**config.mk**
```make
export PLATFORM = sky130hd
export DESIGN_NAME = dctReconfig8
export DESIGN_NICKNAME = d
export VERILOG_FILES = /design/src/rtl/dct_pkg.sv /design/src/rtl/dctCtrl.sv /design/src/rtl/dctInner4.sv /design/src/rtl/dctCfgUnit.sv /design/src/rtl/dctDatapath.sv /design/src/rtl/dctReconfig8.sv
export SDC_FILE = /design/constraint.sdc
export NUM_CORES = 2
export LEC_CHECK = 0
export CORE_ASPECT_RATIO = 0.9
export CORE_MARGIN = 2
export CORE_UTILIZATION = 35
export DETAILED_ROUTE_END_ITERATION = 8
export GPL_TIMING_DRIVEN = 0
export PLACE_DENSITY_LB_ADDON = 0.12
export SLEW_MARGIN = 5
export SYNTH_ARGS = -nofsm -noshare
export SYNTH_HDL_FRONTEND = slang
export SYNTH_SLANG_ARGS = --single-unit
export TNS_END_PERCENT = 10
```
**constraint.sdc**
```tcl
create_clock -name clk -period 0.96 [get_ports clk]
set_input_delay 0.144 -clock clk [delete_from_list [all_inputs] [get_ports clk]]
set_output_delay 0.144 -clock clk [all_outputs]
set_load 0.05 [all_outputs]
```
**src/rtl/dct_pkg.sv**
```systemverilog
package dct_pkg;
  localparam int LANES  = 8;
  localparam int HALF   = LANES / 2;
  localparam int GROWTH = 10;

  typedef enum logic [2:0] {K18, K36, K50, K64, K75, K83, K89} coefSel_e;

  typedef struct packed {
    logic load;
    logic dual;
  } dctStrobe_t;

  // Tree sign masks, bit (row*4 + unit) set when that product is subtracted.
  localparam logic [15:0] NEG_SINGLE = 16'hA2E0;
  localparam logic [15:0] NEG_DUAL   = 16'hA6C0;

  function automatic coefSel_e pickCoef(int pos, int row, logic dual);
    coefSel_e t8 [4];
    coefSel_e t4 [4];
    case (pos)
      0: begin
        t8 = '{K89, K75, K50, K18};
        t4 = '{K64, K83, K64, K36};
      end
      1: begin
        t8 = '{K75, K18, K89, K50};
        t4 = '{K64, K36, K64, K83};
      end
      2: begin
        t8 = '{K50, K89, K18, K75};
        t4 = '{K64, K36, K64, K83};
      end
      default: begin
        t8 = '{K18, K50, K75, K89};
        t4 = '{K64, K83, K64, K36};
      end
    endcase
    return dual ? t4[row] : t8[row];
  endfunction
endpackage

```
**src/rtl/dctCtrl.sv**
```systemverilog
module dctCtrl
  import dct_pkg::*;
(
  input  logic       clk,
  input  logic       rstN,
  input  logic       inValid,
  input  logic       dualMode,
  output dctStrobe_t strobe,
  output logic       outValid
);
  always_comb begin
    strobe.load = inValid;
    strobe.dual = dualMode;
  end

  always_ff @(posedge clk or negedge rstN) begin
    if (!rstN) outValid <= 1'b0;
    else       outValid <= inValid;
  end
endmodule

```
**src/rtl/dctInner4.sv**
```systemverilog
module dctInner4
  import dct_pkg::*;
#(
  parameter int IW = 26
) (
  input  logic signed [IW-1:0] u [HALF],
  output logic signed [IW-1:0] c [HALF]
);
  logic signed [IW-1:0] e0, e1, o0, o1;
  logic signed [IW-1:0] o0x9, o1x9;

  always_comb begin
    e0   = u[0] + u[3];
    e1   = u[1] + u[2];
    o0   = u[0] - u[3];
    o1   = u[1] - u[2];
    o0x9 = (o0 <<< 3) + o0;
    o1x9 = (o1 <<< 3) + o1;
    c[0] = (e0 + e1) <<< 6;
    c[2] = (e0 - e1) <<< 6;
    // 83v = 64v + 2*9v + v ; 36v = 4*9v
    c[1] = ((o0 <<< 6) + (o0x9 <<< 1) + o0) + (o1x9 <<< 2);
    c[3] = (o0x9 <<< 2) - ((o1 <<< 6) + (o1x9 <<< 1) + o1);
  end
endmodule

```
**src/rtl/dctCfgUnit.sv**
```systemverilog
module dctCfgUnit
  import dct_pkg::*;
#(
  parameter int POS = 0,
  parameter int IW  = 26
) (
  input  logic                 dual,
  input  logic signed [IW-1:0] operand,
  output logic signed [IW-1:0] prod [HALF]
);
  logic signed [IW-1:0] m9;
  logic signed [IW-1:0] mult [7];

  always_comb begin
    m9 = (operand <<< 3) + operand;
    mult[int'(K64)] = operand <<< 6;
    mult[int'(K18)] = m9 <<< 1;
    mult[int'(K36)] = m9 <<< 2;
    mult[int'(K50)] = (operand <<< 5) + (m9 <<< 1);
    mult[int'(K75)] = (operand <<< 6) + m9 + (operand <<< 1);
    mult[int'(K83)] = (operand <<< 6) + (m9 <<< 1) + operand;
    mult[int'(K89)] = (operand <<< 6) + (operand <<< 4) + m9;
  end

  for (genvar k = 0; k < HALF; k++) begin : gRow
    localparam coefSel_e SEL8 = pickCoef(POS, k, 1'b0);
    localparam coefSel_e SEL4 = pickCoef(POS, k, 1'b1);
    assign prod[k] = dual ? mult[int'(SEL4)] : mult[int'(SEL8)];
  end
endmodule

```
**src/rtl/dctDatapath.sv**
```systemverilog
module dctDatapath
  import dct_pkg::*;
#(
  parameter int DW = 16,
  parameter int OW = DW + GROWTH
) (
  input  logic                            clk,
  input  logic                            rstN,
  input  dctStrobe_t                      strobe,
  input  logic [LANES-1:0][DW-1:0]        sampleIn,
  output logic [LANES-1:0][OW-1:0]        coefOut
);
  logic signed [OW-1:0] x       [LANES];
  logic signed [OW-1:0] innerIn [HALF];
  logic signed [OW-1:0] cfgIn   [HALF];
  logic signed [OW-1:0] even    [HALF];
  logic signed [OW-1:0] odd     [HALF];
  logic signed [OW-1:0] prod    [HALF][HALF];
  logic signed [OW-1:0] nxt     [LANES];

  // Input butterfly and mux row
  always_comb begin
    for (int i = 0; i < LANES; i++) x[i] = OW'($signed(sampleIn[i]));
    for (int i = 0; i < HALF; i++) begin
      innerIn[i] = strobe.dual ? x[i]        : x[i] + x[LANES-1-i];
      cfgIn[i]   = strobe.dual ? x[HALF + i] : x[i] - x[LANES-1-i];
    end
  end

  dctInner4 #(.IW(OW)) uInner (.u(innerIn), .c(even));

  for (genvar g = 0; g < HALF; g++) begin : gCfg
    dctCfgUnit #(.POS(g), .IW(OW)) uCfg (
      .dual(strobe.dual), .operand(cfgIn[g]), .prod(prod[g])
    );
  end

  // Sign-configurable add/subtract tree
  always_comb begin
    logic [15:0] negMask;
    logic signed [OW-1:0] s01, s23;
    negMask = strobe.dual ? NEG_DUAL : NEG_SINGLE;
    for (int k = 0; k < HALF; k++) begin
      s01 = negMask[k*4+1] ? prod[0][k] - prod[1][k] : prod[0][k] + prod[1][k];
      s23 = (negMask[k*4+2] ^ negMask[k*4+3]) ? prod[2][k] - prod[3][k]
                                               : prod[2][k] + prod[3][k];
      odd[k] = negMask[k*4+2] ? s01 - s23 : s01 + s23;
    end
  end

  // Lane routing
  always_comb begin
    if (strobe.dual) begin
      for (int j = 0; j < HALF; j++) begin
        nxt[j]        = even[j];
        nxt[HALF + j] = odd[j];
      end
    end else begin
      for (int j = 0; j < HALF; j++) begin
        nxt[2*j]     = even[j];
        nxt[2*j + 1] = odd[j];
      end
    end
  end

  always_ff @(posedge clk or negedge rstN) begin
    if (!rstN) begin
      coefOut <= '0;
    end else if (strobe.load) begin
      for (int j = 0; j < LANES; j++) coefOut[j] <= nxt[j];
    end
  end
endmodule

```
**src/rtl/dctReconfig8.sv**
```systemverilog
module dctReconfig8
  import dct_pkg::*;
#(
  parameter int DW = 16
) (
  input  logic                               clk,
  input  logic                               rstN,
  input  logic                               inValid,
  input  logic                               dualMode,
  input  logic [LANES-1:0][DW-1:0]           sampleIn,
  output logic [LANES-1:0][DW+GROWTH-1:0]    coefOut,
  output logic                               outValid
);
  dctStrobe_t strobe;

  dctCtrl uCtrl (
    .clk(clk), .rstN(rstN), .inValid(inValid), .dualMode(dualMode),
    .strobe(strobe), .outValid(outValid)
  );

  dctDatapath #(.DW(DW), .OW(DW + GROWTH)) uPath (
    .clk(clk), .rstN(rstN), .strobe(strobe),
    .sampleIn(sampleIn), .coefOut(coefOut)
  );
endmodule

```
### Word-level counts from Yosys, hierarchy flattened

Index checks and enable logic that the tools add are counted.
W data, S select, Z words.

* add/sub/neg operators: 78
* mux-type cells: 38
* bitwise operators: 4

Operators by type and width (count)
* $add A26 B26 Y26: 49
* $mux W26: 36
* $sub A26 B26 Y26: 15
* $mux W182: 1
* $add A16 B16 Y17: 4
* $sub A16 B16 Y17: 4
* $add A20 B20 Y20: 3
* $add A25 B25 Y25: 2
* $sub A20 B20 Y20: 1
* $mux W11: 1
* $xor A1 B1 Y1: 2
* $xor A1 B1 Y1 const AB: 1
* $xor A1 B1 Y1 const B: 1

* register bits after elaboration: 209
* logic and storage cells: 129

### Logic depth before layout (Yosys ltp)

* depth after elaboration: 11
* gate-level depth with buffers: 62
* mapped depth without buffers: 54

### By module

A second synthesis with hierarchy kept.

* cell total of the unflattened synthesis: 9859
* area, all modules: 74735.4 µm²

Modules (own cells, without submodules)
* dctDatapath: times used 1, cells each 4322, area an instance 32636.3 µm², sequential area each 5205.0 µm²
* dctInner4: times used 1, cells each 1597, area an instance 12316.8 µm², sequential area each 0.0 µm²
* dctCfgUnit (uPath.gCfg[2].uCfg): times used 1, cells each 1022, area an instance 7646.1 µm², sequential area each 0.0 µm²
* dctCfgUnit (uPath.gCfg[1].uCfg): times used 1, cells each 982, area an instance 7543.5 µm², sequential area each 0.0 µm²
* dctCfgUnit (uPath.gCfg[3].uCfg): times used 1, cells each 981, area an instance 7344.5 µm², sequential area each 0.0 µm²
* dctCfgUnit (uPath.gCfg[0].uCfg): times used 1, cells each 952, area an instance 7208.2 µm², sequential area each 0.0 µm²
* dctCtrl: times used 1, cells each 3, area an instance 40.0 µm², sequential area each 25.0 µm²

### Worst setup path before layout

OpenSTA, ideal clock, no wires.

* path type: in2reg
* start: input dualMode
* end: register uPath.coefOut[155] (netlist name)
* setup time: 94 ps
* data arrival time: 11587 ps
* slack: -10721 ps
* stages: 61
* cells stage by stage: buf_4 > buf_6 > buf_6 > buf_2 > buf_2 > buf_2 > buf_2 > buf_2 > clkbuf_1 > buf_2 > buf_6 > buf_6 > clkbuf_1 > clkbuf_1 > clkbuf_1 > nand2_1 > nand2_1 > ha_1 > (+25 left out) > nor3_1 > nor4_1 > nand3_1 > nor3_1 > nor2_1 > xnor2_1 > ha_1 > a21o_1 > a21o_1 > a21oi_1 > inv_1 > and3_1 > a21oi_1 > a31oi_1 > xnor2_1 > xor2_1 > nor3_1 > a211oi_1

* cells in the longest elaborated chain, start to end: 10

Ends and longest elaborated chain
* start: declaration: line dctReconfig8.sv:9 `input logic dualMode,`
* $mux W26: line dctDatapath.sv:26 `cfgIn[i] = strobe.dual ? x[HALF + i] : x[i] - x[LANES-1-i];`
* $add A26 B26 Y26: line dctCfgUnit.sv:15 `m9 = (operand <<< 3) + operand;`
* $add A26 B26 Y26, on equally long branches (2 in a row): line dctCfgUnit.sv:20, dctCfgUnit.sv:21
* $mux W26: line dctCfgUnit.sv:28 `assign prod[k] = dual ? mult[int'(SEL4)] : mult[int'(SEL8)];`
* $add A26 B26 Y26 (tied with other cells): line dctDatapath.sv:46 `: prod[2][k] + prod[3][k];`
* $mux W26, on equally long branches: line dctDatapath.sv:45, dctDatapath.sv:44
* $add A26 B26 Y26 or $sub A26 B26 Y26 (tied branches): line dctDatapath.sv:47 `odd[k] = negMask[k*4+2] ? s01 - s23 : s01 + s23;`
* $mux W26: line dctDatapath.sv:47
* $mux W182 (*): line dctDatapath.sv:53 `if (strobe.dual) begin`
* end signal: assignment: line dctDatapath.sv:68 `coefOut <= '0;`
* end: declaration: line dctDatapath.sv:11 `output logic [LANES-1:0][OW-1:0] coefOut`

Mark *: on every way between the ends. The rest lies on a longest branch, timed or not.
A chain may end at the register's enable or synchronous reset.

### Final worst setup path

* start: input dualMode
* end: register uPath.coefOut[103] (netlist name)

* cells in the longest elaborated chain, start to end: 10

Ends and longest elaborated chain
* $mux W26: line dctDatapath.sv:26
* $add A26 B26 Y26: line dctCfgUnit.sv:15
* $add A26 B26 Y26, on equally long branches (2 in a row): line dctCfgUnit.sv:20, dctCfgUnit.sv:21
* $mux W26: line dctCfgUnit.sv:28
* $add A26 B26 Y26 (tied with other cells): line dctDatapath.sv:44 `s01 = negMask[k*4+1] ? prod[0][k] - prod[1][k] : prod[0][k] + prod[1][k];`
* $mux W26, on equally long branches: line dctDatapath.sv:44, dctDatapath.sv:45
* $add A26 B26 Y26 or $sub A26 B26 Y26 (tied branches): line dctDatapath.sv:47
* $mux W26: line dctDatapath.sv:47
* $mux W182 (*): line dctDatapath.sv:53

Marked as above.

==> results.cfg <==
[worst_setup_path]
critPathSlowestCell = xor2_4
end_kind = flop
max_stage_delay_ns = 0.44
path_buf_inv = 18
cp-start-kind = primary input
cp.required_ns = 1.46
reg2reg_from = uPath.coefOut[53]
cpMostUsedCell = buf_12
critPathTopFamily = compound AO/OA/AOI/OAI gates
path_class = primary input to flop
cp_max_fo = 7
cp_data_arrival_time_ns = 10.86
critPathLaunch = dualMode

[synthesis]
synth_top_area_cell = ha_1
synth_edf_count = 0
synth_top_family_by_area = adder cells
synthAdderAreaFrac_pct = 29.4
synth-compound-area-share_pct = 24.0
ys_seq_elements = 203
synth_top_area_share_pct = 20.4
synthTopCellsByArea = ha_1, xnor2_1, fa_1
synth.avg_cell_area_um2 = 7.47
synth_cells = 8423
async_reset_ff_share_pct = 100
ys_warn_count = 0
synth-main-ff-cell = dfrtp_1
synth_mux_area_share_pct = 1.92
synth.yosys.seq_area_share_pct = 8.08
netlist_area_um2 = 62900
synth_xor_area_share_pct = 12.9
synth_cell_types = 114
synth-simple-area-share_pct = 15.5

[die]
die_area_um2 = 183000
die_w_um = 451
rows = 147
dieHeight_um = 406
io_pins = 341
initial_core_util_pct = 35.3
fp.coreArea_um2 = 178000

[drt]
drt-total-wl_mm = 352
dr.pass1.iters = 6
vias = 66865
drtAntennaViolNets = 0
post_drt_wl_per_cell_um = 30.0
vias_per_cell = 5.70
dr.first_iter.drc_count = 6366
route.detailed.drc = 0

[clock_tree]
tritoncts = done
clk_pin_slew_ns = 0.06
cts_sinks = 203
cts_htree_levels = 1
numCtsBuffers = 28
clockBufferDepth = 3
clk-insertion-delay-late_ns = 0.66
root_buffer = clkbuf_16

[grt]
grt_max_degree = 88
grt_pass1_vias = 63106
grt_first_pass_wirelength_mm = 478
grt_remaining_overflow = 0
track_usage_pct = 36.9
antenna_found_initial = 20

[status]
violations = negative hold slack, max-capacitance violations, max-slew violations, negative setup slack
status = finished with violations

[sta]
slew_viol_final = 22
max_slew.worst_pin.slew_ns = 1.57
hold_violations = 133
fin_skew_ns = 0
max_freq_mhz = 96.5
slew_headroom_pct = -4.86
post-route-min-period_ns = 10.36
setup_viol = 405
rsz0062_at_grt = true
fin_ws_ns = -9.40
period_share_pct = 1080
whs_ns = -0.573

[min_path]
min_path_type = primary input to async pin

[placement]
routabilityCongestion = 1.06
io_buffers = 334
dp_hpwl_mm = 292
dpl_cell_area_um2 = 70200

[run]
maxCapViolCount = 3

[finish]
area_growth_pct = 35.0
drive_above_1_share_pct = 22.3
finalInstanceArea_um2 = 84900
final_net_count = 10752
-- per-stage QoR --
| step | util (%) | setup slack, ns | setup TNS (ns) | hold slack, ns | std cells |
|---|---|---|---|---|---|
| 2_1_floorplan | - | -9.00 | -1285.18 | -0.152 | 8428 |
| 3_3_place_gp | 39.1 | -16.73 | -4594.34 | 0.468 | 11146 |
| 3_5_place_dp | 39.3 | -15.35 | -2404.54 | 0.0865 | 11166 |
| 4_1_cts | 45.5 | -9.18 | -1543.47 | -0.583 | 11581 |
| 5_1_grt | 47.6 | -9.47 | -1600.06 | -0.543 | 11722 |
| 6_report | 47.6 | -9.40 | -1565.05 | -0.573 | 11730 |
-- sequential cells by signal (all words and copies together) (netlist names) --
signal / flops
uPath.coefOut: 202
uCtrl.outValid: 1
-- routing by layer --
| layer | vias to the layer above | part of all wire (%) | track usage [%] |
|---|---|---|---|
| li1 | 30608 | - | - |
| met3 | 663 | 8.6 | 6.71 |
| met1 | 32618 | 42 | 49.0 |
| met2 | 2962 | 42 | 55.9 |
| met4 | 14 | 7.4 | 21.2 |
| met5 | - | 0.026 | 0 |
-- placed cells by master (no fill, tap or decap), types with 66 or more instances in the layout --
| cell type | netlist | final |
|---|---|---|
| a21o_1 | 160 | 158 |
| a21oi_1 | 757 | 542 |
| a21oi_2 | 1 | 178 |
| buf_4 | 11 | 484 |
| clkbuf_1 | 152 | 94 |
| clkdlybuf4s50_1 | 0 | 298 |
| dfrtp_1 | 203 | 203 |
| fa_1 | 278 | 274 |
| ha_1 | 1026 | 856 |
| ha_4 | 0 | 126 |
| inv_1 | 1112 | 1058 |
| nand2_1 | 610 | 578 |
| nand2b_1 | 86 | 83 |
| nand3_1 | 106 | 97 |
| nor2_1 | 730 | 679 |
| nor2b_1 | 115 | 94 |
| nor3_1 | 160 | 127 |
| o21a_1 | 89 | 85 |
| o21ai_0 | 632 | 422 |
| o21ai_1 | 8 | 113 |
| o21ai_2 | 0 | 82 |
| o21bai_1 | 223 | 204 |
| or3_1 | 71 | 66 |
| xnor2_1 | 694 | 488 |
| xnor2_2 | 6 | 140 |
| xnor2_4 | 1 | 73 |
| xor2_1 | 209 | 125 |
-- worst register-to-register path, delay by kind of cell (launching register included) --
family,cells,cell delay [ns]
DFF,1,0.45
and+or+nand+nor,1,0.16
AOI/OAI and AO/OA,1,0.26
-- synth_stat cells (all sizes together), types with 13 or more instances --
library cell     n
a2111oi         13
nor3           163
o41a            15
a31o            17
and2            41
xnor2          701
ha            1026
a211oi          39
buf             72
or2             39
nand2b          86
fa             278
and3            41
a31oi           86
nor2b          117
o211ai          39
a21boi         116
o21bai         223
o31ai           52
o21ai          640
o31a            23
a21o           160
o21a            90
or4             18
inv           1120
mux2i           62
xor2           209
o41ai           24
nand4           16
nand2          610
mux2            52
dfrtp          203
clkbuf         152
a211o           19
a21oi          758
nor2           734
or3             71
nand3b          15
nand3          107
nor4            25
nor3b           18
-- final timing paths --
kind | to | slack (ns) | cells past startpoint
setup / recovery | uPath.coefOut[103] | -9.40 | 56
hold / removal | uPath.coefOut[11] | -0.57 | 1
setup reg to reg | uPath.coefOut[53] | -0.02 | 2
hold reg to reg | uPath.coefOut[120] | 0.49 | 1
max in group asynchronous | uPath.coefOut[190] | 0.28 | 3
min in group clk | uCtrl.outValid | 0.24 | 1
-- kinds of logic after synthesis --
logic type,after synthesis
and+or+nand+nor,2119
xor gates and xnor gates,914
AOI/OAI and AO/OA,2417
buffers and inverters,1345
muxes,114
adders and majority gates,1310
other,1
DFF,203
-- final cells by class --
type,instances,area (um2)
Multi-Input combinational cell,6880,62100
Fill cell,17658,93500
Antenna cell,8,20.0
Sequential cell,203,5080
Clock inverter,19,270
Tap cell,2384,2980
Buffer,218,1700
Timing Repair Buffer,864,7780
Inverter,1121,4260
Clock buffer,33,759
-- timing repair --
item,in CTS,in global routing
endpoints found under the setup margin,405,405
pin swaps,404,312
gates resized for setup,1476,543
hold endpoints to repair,133,133
buffers inserted,368,146
Power is not shown: default switching activity piles up to over one toggle a cycle in this logic, so the estimate is an artifact.
